**config.mk**
```make
export PLATFORM = sky130hd
export DESIGN_NAME = irq_event_ctrl
export DESIGN_NICKNAME = d
export VERILOG_FILES = /design/src/rtl/irq_event_pkg.sv /design/src/rtl/irq_cfg_reg.sv /design/src/rtl/irq_status_reg.sv /design/src/rtl/irq_pin_drv.sv /design/src/rtl/irq_event_ctrl.sv
export SDC_FILE = /design/constraint.sdc
export NUM_CORES = 1
export LEC_CHECK = 0
export ABC_AREA = 1
export CAP_MARGIN = 10
export CELL_PAD_IN_SITES_DETAIL_PLACEMENT = 1
export CELL_PAD_IN_SITES_GLOBAL_PLACEMENT = 2
export CORE_MARGIN = 2
export CORE_UTILIZATION = 17
export DETAILED_ROUTE_END_ITERATION = 10
export PLACE_DENSITY = 0.7
export REMOVE_ABC_BUFFERS = 1
export SLEW_MARGIN = 5
export SYNTH_ARGS = -nofsm -noshare
export SYNTH_HDL_FRONTEND = slang
export SYNTH_SLANG_ARGS = --single-unit
```
**constraint.sdc**
```tcl
create_clock -name clk -period 0.9 [get_ports clk]
set_input_delay 0.135 -clock clk [delete_from_list [all_inputs] [get_ports clk]]
set_output_delay 0.135 -clock clk [all_outputs]
set_load 0.05 [all_outputs]
```
**src/rtl/irq_event_pkg.sv**
```systemverilog
// Shared types for the event interrupt block.
// Assumes both resets are synchronous and active low; power-on dominates.
package irq_event_pkg;

    typedef enum logic [1:0] {
        RST_NONE = 2'd0,
        RST_HW   = 2'd1,
        RST_POR  = 2'd2
    } rst_kind_e;

    // Decode the two reset inputs into one reset kind, power-on first.
    function automatic rst_kind_e rst_kind(input logic por_n, input logic hrst_n);
        if (!por_n)       return RST_POR;
        else if (!hrst_n) return RST_HW;
        else              return RST_NONE;
    endfunction

endpackage

```
**src/rtl/irq_cfg_reg.sv**
```systemverilog
// Enable register: loads host data on a write and resets to all ones
// (every channel disabled, line disabled) on either reset.
// Also exports the value it will hold after this cycle, for event gating.
module irq_cfg_reg
    import irq_event_pkg::*;
#(
    parameter int W = 16
) (
    input  logic         clk,
    input  rst_kind_e    rkind,
    input  logic         cfg_wr,
    input  logic [W-1:0] wdata,
    output logic [W-1:0] cfg_nxt,
    output logic [W-1:0] cfg_q
);

    localparam logic [W-1:0] ALL_OFF = {W{1'b1}};

    // Next-state value: a write replaces the register.
    always_comb begin
        cfg_nxt = cfg_wr ? wdata : cfg_q;
    end

    // Register with synchronous reset to all ones.
    always_ff @(posedge clk) begin
        if (rkind != RST_NONE) cfg_q <= ALL_OFF;
        else                   cfg_q <= cfg_nxt;
    end

endmodule

```
**src/rtl/irq_status_reg.sv**
```systemverilog
// Flag register, one cell per bit. Host writes and enable-bit writes can
// only set flags to 1. Only an event on an enabled, implemented channel
// clears a flag. An event beats a same-cycle set.
// Assumes cfg_nxt already reflects any same-cycle enable write.
module irq_status_reg
    import irq_event_pkg::*;
#(
    parameter int           W        = 16,
    parameter int           OE_BIT   = 15,
    parameter int           POR_BIT  = 2,
    parameter logic [W-1:0] EVT_MASK = 16'h0010
) (
    input  logic         clk,
    input  rst_kind_e    rkind,
    input  logic         cfg_wr,
    input  logic         isr_wr,
    input  logic [W-1:0] wdata,
    input  logic [W-1:0] evt,
    input  logic [W-1:0] cfg_nxt,
    output logic [W-1:0] isr_q
);

    // Line-disable write: resets every flag.
    logic oe_off_wr;
    assign oe_off_wr = cfg_wr & wdata[OE_BIT];

    for (genvar i = 0; i < W; i++) begin : g_bit
        localparam logic POR_VAL = (i == POR_BIT) ? 1'b0 : 1'b1;
        logic set_b;
        logic hit_b;

        // Set request from either register write.
        always_comb begin
            set_b = (isr_wr & wdata[i]) | (cfg_wr & wdata[i]) | oe_off_wr;
            hit_b = EVT_MASK[i] & evt[i] & ~cfg_nxt[i];
        end

        // Flag cell: reset image depends on the reset kind; event wins over set.
        always_ff @(posedge clk) begin
            case (rkind)
                RST_POR: isr_q[i] <= POR_VAL;
                RST_HW:  isr_q[i] <= 1'b1;
                default: isr_q[i] <= (isr_q[i] | set_b) & ~hit_b;
            endcase
        end
    end

endmodule

```
**src/rtl/irq_pin_drv.sv**
```systemverilog
// Open-drain pull-down request. Asserts when the line is enabled and any
// enabled flag below the enable bit, other than the power-on flag, is 0.
// Registered: follows the register contents with one cycle of latency.
module irq_pin_drv
    import irq_event_pkg::*;
#(
    parameter int W       = 16,
    parameter int OE_BIT  = 15,
    parameter int POR_BIT = 2
) (
    input  logic         clk,
    input  rst_kind_e    rkind,
    input  logic [W-1:0] cfg_q,
    input  logic [W-2:0] isr_lo,
    output logic         int_pd
);

    localparam logic [W-2:0] PIN_MASK = ~((W-1)'(1) << POR_BIT);

    logic req;

    // Combine enabled, flagged channels; exclude the power-on flag.
    always_comb begin
        req = ~cfg_q[OE_BIT] & (|(~cfg_q[W-2:0] & ~isr_lo & PIN_MASK));
    end

    // Pull-down enable register; released by either reset.
    always_ff @(posedge clk) begin
        if (rkind != RST_NONE) int_pd <= 1'b0;
        else                   int_pd <= req;
    end

endmodule

```
**src/rtl/irq_event_ctrl.sv**
```systemverilog
// Top of the event interrupt block: enable register, flag register and
// open-drain pull-down request. The enable bit is the register MSB.
// Assumes write strobes and event pulses are single-cycle and synchronous.
module irq_event_ctrl
    import irq_event_pkg::*;
#(
    parameter int           W        = 16,
    parameter int           POR_BIT  = 2,
    parameter logic [W-1:0] EVT_MASK = 16'h0010
) (
    input  logic         clk,
    input  logic         por_n,
    input  logic         hrst_n,
    input  logic         cfg_wr,
    input  logic         isr_wr,
    input  logic [W-1:0] wdata,
    input  logic [W-1:0] evt,
    output logic [W-1:0] cfg_q,
    output logic [W-1:0] isr_q,
    output logic         int_pd
);

    localparam int OE_BIT = W - 1;

    rst_kind_e    rkind;
    logic [W-1:0] cfg_nxt;

    // Reset kind shared by all registers.
    always_comb begin
        rkind = rst_kind(por_n, hrst_n);
    end

    irq_cfg_reg #(.W(W)) u_cfg (
        .clk     (clk),
        .rkind   (rkind),
        .cfg_wr  (cfg_wr),
        .wdata   (wdata),
        .cfg_nxt (cfg_nxt),
        .cfg_q   (cfg_q)
    );

    irq_status_reg #(
        .W        (W),
        .OE_BIT   (OE_BIT),
        .POR_BIT  (POR_BIT),
        .EVT_MASK (EVT_MASK)
    ) u_isr (
        .clk     (clk),
        .rkind   (rkind),
        .cfg_wr  (cfg_wr),
        .isr_wr  (isr_wr),
        .wdata   (wdata),
        .evt     (evt),
        .cfg_nxt (cfg_nxt),
        .isr_q   (isr_q)
    );

    irq_pin_drv #(
        .W       (W),
        .OE_BIT  (OE_BIT),
        .POR_BIT (POR_BIT)
    ) u_pin (
        .clk    (clk),
        .rkind  (rkind),
        .cfg_q  (cfg_q),
        .isr_lo (isr_q[W-2:0]),
        .int_pd (int_pd)
    );

endmodule

```
==> results of run 1 <==
routing by layer:
layer,track usage,up-vias,share of wire
met5,0,-,0
met4,0.0359,0,0.012
met1,0.133,641,0.44
met3,0.0259,4,0.052
li1,-,700,-
met2,0.183,37,0.49
worst max-delay path: cells and delay by family, from the launching register on:
family / cells / cell delay (ns)
DFF: 1 / 0.34
buffers and inverters: 2 / 0.24
metrics by stage:
stage | cell area (um2) | cells | hold slack, ns | utilization
6_report | 2760 | 358 | 0.249 | 0.380
2_1_floorplan | 1220 | 159 | 0.241 | -
5_1_grt | 2760 | 358 | 0.276 | 0.380
3_3_place_gp | 2530 | 353 | 0.463 | 0.348
3_5_place_dp | 2530 | 353 | 0.465 | 0.348
4_1_cts | 2750 | 358 | 0.249 | 0.379
state kept, by name, indices dropped and copies added, names as in the netlist:
register,cells
u_cfg.cfg_q,16
u_isr.isr_q,16
u_pin.int_pd,1
cell families (layout without fill, tap and decap cells):
group                  count (synthesis)  after routing
and+or+nand+nor                       81             81
DFF                                   33             33
buffers and inverters                 30            123
AOI/OAI and AO/OA                     22             22
power groups by stage:
| stage | clock, mW | combinational (mW) | sequential (mW) |
|---|---|---|---|
| CTS | 1.16 | 0.647 | 1.52 |
| floorplan | 0 | 0.101 | 1.67 |
| global route | 1.22 | 0.686 | 1.52 |
| finish | 1.13 | 0.641 | 1.52 |
| global placement | 0 | 0.616 | 1.55 |
| detailed placement | 0 | 0.623 | 1.55 |
cell type report:
type / count / area (um2) / area share
repair buffers: 93 / 1260 / 0.458
flip-flops and latches: 33 / 709 / 0.257
inverters: 23 / 86.3 / 0.0313
multi-input cells: 103 / 489 / 0.177
clock buffers: 7 / 86.3 / 0.0313
well taps: 99 / 124 / 0.0449
synth_stat cells:
master / n / area share
buf_2: 2 / 0.0079
clkbuf_1: 2 / 0.0059
dfxtp_1: 33 / 0.52
a21oi_1: 10 / 0.039
buf_6: 3 / 0.026
a21boi_0: 2 / 0.012
or2_1: 1 / 0.0049
nand2_2: 4 / 0.020
nor3b_1: 1 / 0.0059
nor2_2: 1 / 0.0049
inv_1: 23 / 0.068
nor2_1: 12 / 0.035
nand3_1: 16 / 0.063
nand2_1: 41 / 0.12
nand3b_1: 5 / 0.029
o21ai_0: 10 / 0.039
worst max path at each step:
stage | cells past startpoint | from | endpoint | slack (ns)
global route | 8 | u_cfg.cfg_q[8] | u_pin.int_pd | -0.15
detailed placement | 5 | cfg_wr | u_isr.isr_q[9] | -0.49
floorplan | 7 | u_isr.isr_q[1] | u_pin.int_pd | -0.29
CTS | 2 | u_cfg.cfg_q[12] | cfg_q[12] | -0.10
finish | 2 | u_isr.isr_q[0] | isr_q[0] | -0.09
global placement | 5 | cfg_wr | u_isr.isr_q[13] | -0.45
timing repair:
| item | 4_1_cts | 5_1_grt |
|---|---|---|
| pin swaps | 4 | 8 |
| gates resized for setup | 72 | 6 |
| setup buffers | 2 | 0 |
| endpoints found under the setup margin | 66 | 35 |
| cloned | 0 | 0 |
| hold buffers | 0 | 0 |
cell usage in the layout (no fill, tap or decap), types with 10 or more instances in the layout:
cell type,instances
a21oi_1,10
buf_12,33
inv_1,19
nand3_1,16
clkdlybuf4s50_1,16
dfxtp_2,30
buf_4,11
buf_6,28
nand2_1,39
nor2_1,12
==> flow_summary.toml, run 1 <==
[critical_path]
endpoint_kind = "primary output"
worstReg2RegEnd = "u_pin.int_pd"
critPathMaxStageDelay_ns = 0.34
startpoint_type = "flop"
setup.worst_path.class = "reg -> out"
critPathMaxFanout = 2
crit_required_ns = 0.76
crit_path_top_delay_cell = "dfxtp_2"
critical_path.cell_chain = "buf_6 > buf_12"
r2r-start = "u_cfg.cfg_q[8]"
critPathArrivalTime_ns = 0.86
reg2reg_slack_ns = -0.07
r2r_cells = 8

[min_path]
min_path_type = "in -> reg"
holdPathEnd = "u_isr.isr_q[15]"
hold_start = "wdata[15]"
hold_depth = 3

[yosys]
yosysWarnings = 0
synth_area_um2 = 1270
muxShareOfSynthArea = 0
synth-compound-area-share = 0.0903
synth_xor_xnor_area_share = 0
synthAdderAreaFrac = 0
seq_area_frac_synth = 0.518
synth-seq-cells = 33
avgSynthCellArea_um2 = 7.68
yosys.area_share.simple = 0.284
synth_top_family_by_area = "simple AND/OR/NAND/NOR gates"
synth_cells = 166
ys_types = 16

[sta]
fin_crit_sh = 1.10
maxSlewHeadroom = 0.825
finalSetupTns_ns = -2.08
finalHoldViolCount = 0
setup_viol = 30
setup_slack_ns = -0.0943
final.setup_skew_ns = 0.00319
tightest_slew_ns = 0.262
fin_crit_ns = 0.994
max_freq_mhz = 1010
slew_violations = 0
rsz0062_at_grt = "yes"

[drt]
antenna_left = 0
drt-wirelength-per-cell_um = 11.8
drtPass1Iterations = 4
drt_iter0_markers = 39
vias = 1382
route.detailed.drc = 0
via_per_inst = 3.86
routed_wl_um = 4210

[clock_tree]
cts_tree = "yes"
numCtsBuffers = 5
clk_pin_slew_worst_paths_ns = 0.07
htree_levels = 2
cts.sinks = 33
clock_latency_ns = 0.27
cts_buffer_depth = 2
clock_tree.root_cell = "clkbuf_8"

[power]
power_density_nw_per_um2 = 1190
swShare = 0.262
peakVddDrop_v = 0.000557
pwr-share-seq = 0.461
clockPowerShare = 0.344
p_sw_mw = 0.862
internal_power_mw = 2.43
cellLeakagePower_nw = 1.35
total_power_mw = 3.29
pwr-share-comb = 0.195

[place]
io_buffers = 54
dp.final_hpwl_um = 3370
post-place-ws_ns = -0.492
gp_congestion = 0.687

[grt]
antenna_found_initial = 0
overflow = 0
track_usage = 0.108
grt_pass1_wl_um = 7160
grt_start_max_net_pins = 13
grt_pass1_vias = 1533

[cells_and_area]
area_growth_pct = 116
antenna_cells = 0
fin_nets = 296
final_layout_size_suffix_gt1_frac = 0.475
fillers = 821

[die]
core_area_um2 = 7250
die_h_um = 90.6
std_cell_rows = 31
die_area_um2 = 8210
dieWidth_um = 90.6
start_util = 0.176
ioPinCount = 70

[run_status]
status = "finished, violations left"
violations = "negative setup slack"

[run]
cap_viol_max_count = 0
(Power assumes the default switching activity.)
==> run 2, diff against run 1 <==
--- a/config.mk
+++ b/config.mk
@@ -9,7 +9,7 @@
 export CAP_MARGIN = 10
 export CELL_PAD_IN_SITES_DETAIL_PLACEMENT = 1
 export CELL_PAD_IN_SITES_GLOBAL_PLACEMENT = 2
-export CORE_MARGIN = 2
+export CORE_MARGIN = 1
 export CORE_UTILIZATION = 17
 export DETAILED_ROUTE_END_ITERATION = 10
 export PLACE_DENSITY = 0.7
==> flow_summary.toml, run 2 (synthesized netlist as in run 1, its figures left out) <==
[run_status]
status = "finished, violations left"
violations = "negative setup slack"

[critical_path]
endpoint_kind = "primary output"
setup.worst_path.class = "reg -> out"
critPathMaxFanout = 2
critPathArrivalTime_ns = 0.86
crit_required_ns = 0.76
startpoint_type = "flop"

[power]
clockPowerShare = 0.337
p_sw_mw = 0.860
total_power_mw = 3.33
peakVddDrop_v = 0.000409
pwr-share-comb = 0.204
pwr-share-seq = 0.460
internal_power_mw = 2.47
power_density_nw_per_um2 = 1150
swShare = 0.258
cellLeakagePower_nw = 1.42

[drt]
vias = 1405
drtPass1Iterations = 3
drt_iter0_markers = 59
via_per_inst = 3.80
antenna_left = 0
routed_wl_um = 4300
route.detailed.drc = 0
drt-wirelength-per-cell_um = 11.6

[clock_tree]
clk_pin_slew_worst_paths_ns = 0.07
cts_tree = "yes"
cts_hold_buf = 0
clock_tree.root_cell = "clkbuf_8"
numCtsBuffers = 5
htree_levels = 2
cts_buffer_depth = 2
clock_latency_ns = 0.28
cts.sinks = 33

[place]
dp.final_hpwl_um = 3340
post-place-ws_ns = -0.491
dpl_cell_area_um2 = 2550
gp_congestion = 0.700
io_buffers = 54

[sta]
rsz0062_at_grt = "yes"
final.setup_skew_ns = 0.00144
fin_crit_sh = 1.11
fin_crit_ns = 1.00
tightest_slew_ns = 0.247
slew_violations = 0
finalSetupTns_ns = -2.44
setup_slack_ns = -0.0998
max_freq_mhz = 1000
setup_viol = 33
maxSlewHeadroom = 0.835
finalHoldViolCount = 0

[grt]
grt_pass1_wl_um = 7020
antenna_found_initial = 0
grt_start_max_net_pins = 17
overflow = 0
track_usage = 0.119
grt_pass1_vias = 1494

[cells_and_area]
area_growth_pct = 126
layout_commonest_cell = "nand2_1"
utilization = 0.398
fillers = 839
top_regs = "u_cfg.cfg_q (16), u_isr.isr_q (16), u_pin.int_pd (1)"
multiInputGateArea_um2 = 504
final_layout_size_suffix_gt1_frac = 0.520
regArea_um2 = 704
final_cell_area_um2 = 2890
antenna_cells = 0
layout_common_cells = "37 x nand2_1, 34 x buf_12, 32 x dfxtp_2"
fin_nets = 308

[die]
ioPinCount = 70
std_cell_rows = 31
start_util = 0.176
die_h_um = 88.6
dieWidth_um = 88.6
die_area_um2 = 7850
core_area_um2 = 7250

[min_path]
min_path_type = "in -> reg"

[run]
cap_viol_max_count = 0
## run 2: cell types whose count changed in the layout (fill, tap and decap cells not counted), moves of 2 or more
cell and change:
dfxtp_2 +2, nor2_2 +2, buf_4 +8, nand2_1 -2
buf_6 +3, nand2_2 +2, nor2_1 -2, dfxtp_4 -2
## run 2: worst paths after layout
kind         cells after the start  slack (ns)            from               to
max                              2        -0.1  u_cfg.cfg_q[3]         cfg_q[3]
min                              3        0.12       wdata[15]  u_isr.isr_q[15]
max reg2reg                      7       -0.04  u_cfg.cfg_q[3]     u_pin.int_pd
min reg2reg                      2        0.47  u_isr.isr_q[5]   u_isr.isr_q[5]
## run 2: per-stage QoR
step / hold WS (ns) / std cells
final: 0.117 / 370
after global routing: 0.147 / 370
after CTS: 0.203 / 368
after detailed placement: 0.463 / 355
after global placement: 0.458 / 355
after floorplan: 0.241 / 159
## run 2: critical path: stages, from the launching register on
cell	delay, ns
dfxtp_2	0.34
buf_6	0.11
buf_12	0.13
## run 2: final cells by class
class                   instances  share of cell area
flip-flops and latches         33               0.244
repair buffers                105               0.478
clock buffers                   7              0.0299
inverters                      23              0.0299
multi-input cells             103               0.175
well taps                      99              0.0429
## run 2: routing by layer
layer | global-route usage | share of wire
met2 | 0.201 | 0.52
met3 | 0.0326 | 0.042
met4 | 0.0352 | 0.0079
met5 | 0 | 0
met1 | 0.149 | 0.43
## run 2: what timing repair did
| item | in CTS | in global routing |
|---|---|---|
| gates resized for setup | 72 | 14 |
| endpoints found under the setup margin | 66 | 50 |
| buffers inserted | 7 | 2 |
| hold endpoints to repair | 0 | 0 |
| pin swaps | 0 | 7 |
## run 2: power by group through the flow
stage / registers (mW) / clock network (mW) / logic, mW
2_1_floorplan: 1.67 / 0 / 0.101
3_3_place_gp: 1.55 / 0 / 0.631
3_5_place_dp: 1.55 / 0 / 0.640
4_1_cts: 1.53 / 1.16 / 0.678
5_1_grt: 1.54 / 1.25 / 0.721
6_report: 1.53 / 1.12 / 0.678
